### src/rtl/brn_pkg.sv
package brn_pkg;
  typedef enum logic [1:0] {
    BRN_IDLE = 2'd0,
    BRN_REQ  = 2'd1,
    BRN_OWN  = 2'd2,
    BRN_REL  = 2'd3
  } brn_state_e;
endpackage

### src/rtl/brn_state_ctl.sv
module brn_state_ctl
  import brn_pkg::*;
(
  input  logic       clk,
  input  logic       rst_n,
  input  logic       mst_req,
  input  logic       mst_done,
  input  logic       line_hi,
  input  logic       ack_in,
  output brn_state_e state,
  output logic       idle_next
);
  brn_state_e state_d;

  always_comb begin
    state_d = state;
    unique case (state)
      BRN_IDLE: if (mst_req && line_hi) state_d = BRN_REQ;
      BRN_REQ: begin
        if (ack_in)        state_d = BRN_OWN;
        else if (!mst_req) state_d = BRN_IDLE;
      end
      BRN_OWN:  if (mst_done) state_d = BRN_REL;
      BRN_REL:  if (!ack_in)  state_d = BRN_IDLE;
      default:  state_d = BRN_IDLE;
    endcase
  end

  always_ff @(posedge clk) begin
    if (!rst_n) state <= BRN_IDLE;
    else        state <= state_d;
  end

  assign idle_next = (state_d == BRN_IDLE);

  // a pending request meeting the acknowledge becomes ownership
  a_r6_grant: assert property (@(posedge clk) disable iff (!rst_n)
    (state == BRN_REQ && ack_in) |=> (state == BRN_OWN));
  // a busy line never lets an idle node start
  a_r4_blocked: assert property (@(posedge clk) disable iff (!rst_n)
    (state == BRN_IDLE && !line_hi) |=> (state == BRN_IDLE));
  // done outside ownership changes nothing
  a_r12_done_ignored: assert property (@(posedge clk) disable iff (!rst_n)
    (state == BRN_REL && mst_done && ack_in) |=> (state == BRN_REL));
endmodule

### src/rtl/brn_ack_relay.sv
module brn_ack_relay
  import brn_pkg::*;
#(
  parameter bit ACK_REG = 1'b0
) (
  input  logic       clk,
  input  logic       rst_n,
  input  logic       ack_in,
  input  brn_state_e state,
  input  logic       idle_next,
  output logic       ack_out
);
  generate
    if (ACK_REG) begin : g_reg
      logic ack_q;
      always_ff @(posedge clk) begin
        if (!rst_n) ack_q <= 1'b0;
        else        ack_q <= idle_next && ack_in;
      end
      assign ack_out = ack_q;
    end else begin : g_comb
      assign ack_out = rst_n && (state == BRN_IDLE) && ack_in;
    end
  endgenerate

  // no acknowledge leaks downstream while this node claims the bus
  a_r5_ack_held: assert property (@(posedge clk) disable iff (!rst_n)
    (state != BRN_IDLE) |-> !ack_out);
endmodule

### src/rtl/bus_req_node.sv
module bus_req_node
  import brn_pkg::*;
#(
  parameter bit ACK_REG = 1'b0
) (
  input  logic clk,
  input  logic rst_n,
  input  logic mst_req,
  input  logic mst_done,
  input  logic bus_line_n,
  output logic line_pull,
  input  logic ack_in,
  output logic ack_out,
  output logic bus_owner
);
  brn_state_e state;
  logic       idle_next;

  brn_state_ctl u_ctl (
    .clk       (clk),
    .rst_n     (rst_n),
    .mst_req   (mst_req),
    .mst_done  (mst_done),
    .line_hi   (bus_line_n),
    .ack_in    (ack_in),
    .state     (state),
    .idle_next (idle_next)
  );

  brn_ack_relay #(.ACK_REG(ACK_REG)) u_relay (
    .clk       (clk),
    .rst_n     (rst_n),
    .ack_in    (ack_in),
    .state     (state),
    .idle_next (idle_next),
    .ack_out   (ack_out)
  );

  assign line_pull = (state == BRN_REQ) || (state == BRN_OWN);
  assign bus_owner = (state == BRN_OWN);

  // reset leaves the line and the chain quiet
  a_r1_reset_quiet: assert property (@(posedge clk)
    !rst_n |=> (!line_pull && !bus_owner));
  // ownership persists until done
  a_r8_no_preempt: assert property (@(posedge clk) disable iff (!rst_n)
    (bus_owner && !mst_done) |=> (bus_owner && line_pull));
  // done drops the pull and ownership together
  a_r9_release: assert property (@(posedge clk) disable iff (!rst_n)
    (bus_owner && mst_done) |=> (!bus_owner && !line_pull));
  // a waiting node keeps pulling
  a_r7_keep_pull: assert property (@(posedge clk) disable iff (!rst_n)
    (line_pull && !bus_owner && mst_req && !ack_in) |=> line_pull);
endmodule

### config.mk
export PLATFORM = sky130hd
export DESIGN_NAME = bus_req_node
export DESIGN_NICKNAME = d
export VERILOG_FILES = /design/src/rtl/brn_pkg.sv /design/src/rtl/brn_state_ctl.sv /design/src/rtl/brn_ack_relay.sv /design/src/rtl/bus_req_node.sv
export SDC_FILE = /design/constraint.sdc
export NUM_CORES = 1
export LEC_CHECK = 0
export BUFFER_PORTS_ARGS = -buffer_cell sky130_fd_sc_hd__buf_2
export CORE_AREA = 3 3 40 42
export DETAILED_ROUTE_END_ITERATION = 8
export DIE_AREA = 0 0 43 45
export PLACE_DENSITY = 0.33
export SYNTH_ARGS = -nofsm -noshare
export SYNTH_HDL_FRONTEND = slang
export SYNTH_SLANG_ARGS = --single-unit
### constraint.sdc
create_clock -name clk -period 2.6 [get_ports clk]
set_input_delay 0.52 -clock clk [delete_from_list [all_inputs] [get_ports clk]]
set_output_delay 0.52 -clock clk [all_outputs]
set_load 0.02 [all_outputs]
Word level (Yosys, flattened, before mapping)

Cells that the tools add are included.

Bits in registers: 2
Bits of input ports: 6
Output and inout bits: 3
Logic and storage cells: 20

Eq/ne operators: 7
Mux-type cells: 6
Reduce and logical (&&, ||, !) cells: 6

Operators with widths:

| operator           | number |
|---|---|
| $mux 2             | 5 |
| $pmux 2 s4         | 1 |
| $eq 2x2->1 const B | 2 |
| $ne 2x2->1 const B | 2 |
| $reduce_and 4->1   | 1 |
| $logic_and 1x1->1  | 3 |
| $ne 3x3->1 const B | 1 |
| $eq 2x1->1 const B | 1 |
| $logic_not 2->1    | 1 |
| $ne 2x1->1 const B | 1 |
| $logic_or 1x1->1   | 1 |

Logic depth before layout (Yosys ltp)

Depth after elaboration: 3
Gate-level depth with buffers: 6
Gate-level depth less buffers: 6

Modules after synthesis

From an unflattened synthesis, not the netlist that was laid out.

Cells, all modules: 16
Area, all modules: 142.6 µm²

Modules (own cells, without submodules):

| module        | times used | cells each | area an instance (µm²) | seq. area each (µm²) |
|---|---|---|---|---|
| brn_state_ctl | 1          | 12         | 110.1                  | 40.0 |
| bus_req_node  | 1          | 3          | 20.0                   | 0.0 |
| brn_ack_relay | 1          | 1          | 12.5                   | 0.0 |

Least setup slack after synthesis

No wires, ideal clock.

Kind: register -> register
From: register u_ctl.state[0]
To: register (tool-made name)
Arrival time: 1.466 ns
Slack: 1.015 ns
Stages on the path, launching flop included: 7
Period minus slack after synthesis: 1.585 ns
Cells stage by stage: dfxtp_1 inv_1 ha_1 nor2b_1 a2111oi_2 nand2_1 mux2i_1

RTL lines:

| what                   | line                | source |
|---|---|---|
| from (decl)            | brn_state_ctl.sv:10 | `output brn_state_e state,` |
| from (signal assigned) | brn_state_ctl.sv:31 | `else state <= state_d;` |

Worst setup path in the final report

From: register u_ctl.state[0]
To: output ack_out

Longest elaborated chain between the ends: 3

RTL lines:

| what                            | line                | source |
|---|---|---|
| $logic_not 2->1                 | brn_ack_relay.sv:22 | `assign ack_out = rst_n && (state == BRN_IDLE) && ack_in;` |
| $logic_and 1x1->1 (2 in series) | brn_ack_relay.sv:22 |  |
| to (decl)                       | bus_req_node.sv:13  | `output logic ack_out,` |

Every way passes these cells.

==> metrics <==
status=finished, final reports clean; EDFF count, synth=0; post-CTS setup repair buffer count=0; Pleak=around 0.14 nW; clock power share=between 40% and 50%; Clock transition at path regs=around 30 ps; async set or reset register ratio after synthesis=0%; Clock Tree Root=clkbuf_4; Seq. cell area=~40 um2; total grt overflow=0; area of the core=1280 um2; post-synthesis sequential area ratio=20.6%; Mapped Avg Cell Area=9.24 um2; internal power=approximately 0.11 mW; initial antenna violation count=0; GRT Util Overall=under 10%; CP Capture Type=primary output; die area=a little under 2000 um2; Setup Crit Path Kind=flip-flop to primary output; largest cells by area after synthesis=ha_1 32%, dfxtp_1 21%, a2111oi_2 7.7%; min Tclk post-route=around 1800 ps; Syn. warnings=0; CTS Sinks=2; register bit count reported by yosys=2; Buffers on Ports=8; most frequent cell after synthesis=ha_1; relative slew slack=75.1%; Post-Synthesis Cells=21; post-cts resize count=0; final number of max-transition violations=0; Rows=13; DR WL/cell=approximately 9.3 um; P per Cell Area=roughly 600 nW/um2; maxcap violations=0; initial core utilization=15.1%; top cells by count, synth=5 x ha_1, 3 x nand2_1, 2 x dfxtp_1, 2 x inv_1; area of the multi-input gates=146 um2; switch share=between 30% and 40%; post-synth top area share=approximately a third; final setup fails=0; DR vias=approximately 180; H-tree Lvls=1; startpoint types=flip-flop; antenna viol nets, final=0; Fin Setup TNS=0 ps; prevailing post-synth register cell=dfxtp_1; HP Class=flip-flop to flip-flop; cts hold-fix bufs=0; cell area after synthesis=around 190 um2; nets=between 40 and 50; Sw Pwr=0.0579 mW; period utilization=between 60% and 70%; final hold vios=0; RSZ-0062 raised after global routing=false; WL final=approximately 440 um; Data required, critical path=2080 ps; # diodes=0; vias in the first global route=191; largest net degree at the start of global routing=6; clk buf depth=2; initial drt markers=0; combinational share of power=between 30% and 40%; Clk Latency, worst-skew pair=between 200 and 250 ps; fmax=about 550 MHz; gp weighted congestion=0.656; CP Max Fanout=5; Final Skew=8.15 ps; Ports=9; Synth area leader=ha_1; Worst Setup SP=u_ctl.state[0]; layout cells sized above 1=between 40% and 50%; Die H=between 40 and 50 um; CTS tree=done; HPWL after DPL=roughly 370 um; Layout area overhead=41.9%; DR vias/cell=between 3 and 4; first-pass GRT wire length=between 700 and 800 um; syn_nets=32; Synth cell types=13; IR drop worst, VDD=around 0.25 mV; slew of the pin with the lowest slew margin=roughly 370 ps; part of the power in registers=between 20 and 25%; DIE WIDTH=roughly 43 um; DR DRC count=0; Arrival @ worst endpoint=roughly 1300 ps; total power draw=roughly 0.17 mW; drt pass-1 iters=1; Fillers=about 150; total CTS buffers=3
-- power by group through the flow --
stage / Combinational (mW) / Sequential [mW] / Clock [mW]
4_1_cts: 0.0598 / 0.0421 / 0.0739
6_report: 0.0585 / 0.0420 / 0.0696
5_1_grt: 0.0665 / 0.0435 / 0.0780
2_1_floorplan: 0.0438 / 0.0411 / 0
3_3_place_gp: 0.0602 / 0.0431 / 0
3_5_place_dp: 0.0593 / 0.0426 / 0
-- path summary, 6_finish.rpt --
| path | endpoint | slack (ps) | depth (start not counted) |
|---|---|---|---|
| max | ack_out | 790 | 4 |
| min | flip-flop | 510 | 2 |
| max reg2reg | flip-flop | 990 | 6 |
| min reg2reg | flip-flop | 510 | 2 |
-- logic make-up (layout without fill, tap and decap cells) --
| kind of cell | count (synthesis) | in the layout | share of synthesized area, % |
|---|---|---|---|
| simple gates | 7 | 7 | 20.0 |
| fa+ha+maj | 5 | 5 | 32.3 |
| compound gates | 4 | 4 | 18.1 |
| flops | 2 | 2 | 20.6 |
| buf+inv | 2 | 13 | 3.87 |
| mux | 1 | 1 | 5.16 |
-- cell usage in the layout (no fill, tap or decap), drive strengths merged --
| master | instances |
|---|---|
| nand2 | 3 |
| inv | 2 |
| clkbuf | 3 |
| buf | 8 |
| nor2b | 1 |
| mux2i | 1 |
| a2111oi | 1 |
| and3 | 1 |
| ha | 5 |
| o211ai | 1 |
| nand3 | 1 |
| dfxtp | 2 |
| a21boi | 1 |
| o21ai | 1 |
| and3b | 1 |
-- cell type report --
type                       count  area share [%]
timing repair buffer           8            14.5
tap                           15            6.82
clock buffer                   3            8.18
multi-input combinational     17            53.2
sequential                     2            14.5
inverter                       2            2.73
-- critical path: stages (launching register included) --
cell	delay [ps]
dfxtp_1	390
inv_1	100
ha_1	210
and3_2	200
buf_2	150
-- routing by layer --
layer  up-vias  share of wire [%]  track usage, %
li1         96                  -               -
met1        76                 49            5.04
met2         5                 46            8.38
met3         0                5.5            5.18
met4         0                  0            1.81
met5         -                  0               0
-- through the flow --
step	utilization (%)	instances	setup slack, ps	hold slack, ps	instance area [um2]
2_1_floorplan	-	21	1020	471	194
3_3_place_gp	19.7	44	949	508	253
3_5_place_dp	19.7	44	988	506	253
4_1_cts	21.4	47	772	513	275
5_1_grt	21.4	47	689	551	275
6_report	21.4	47	790	507	275
Power figures use the tool's default switching activity.
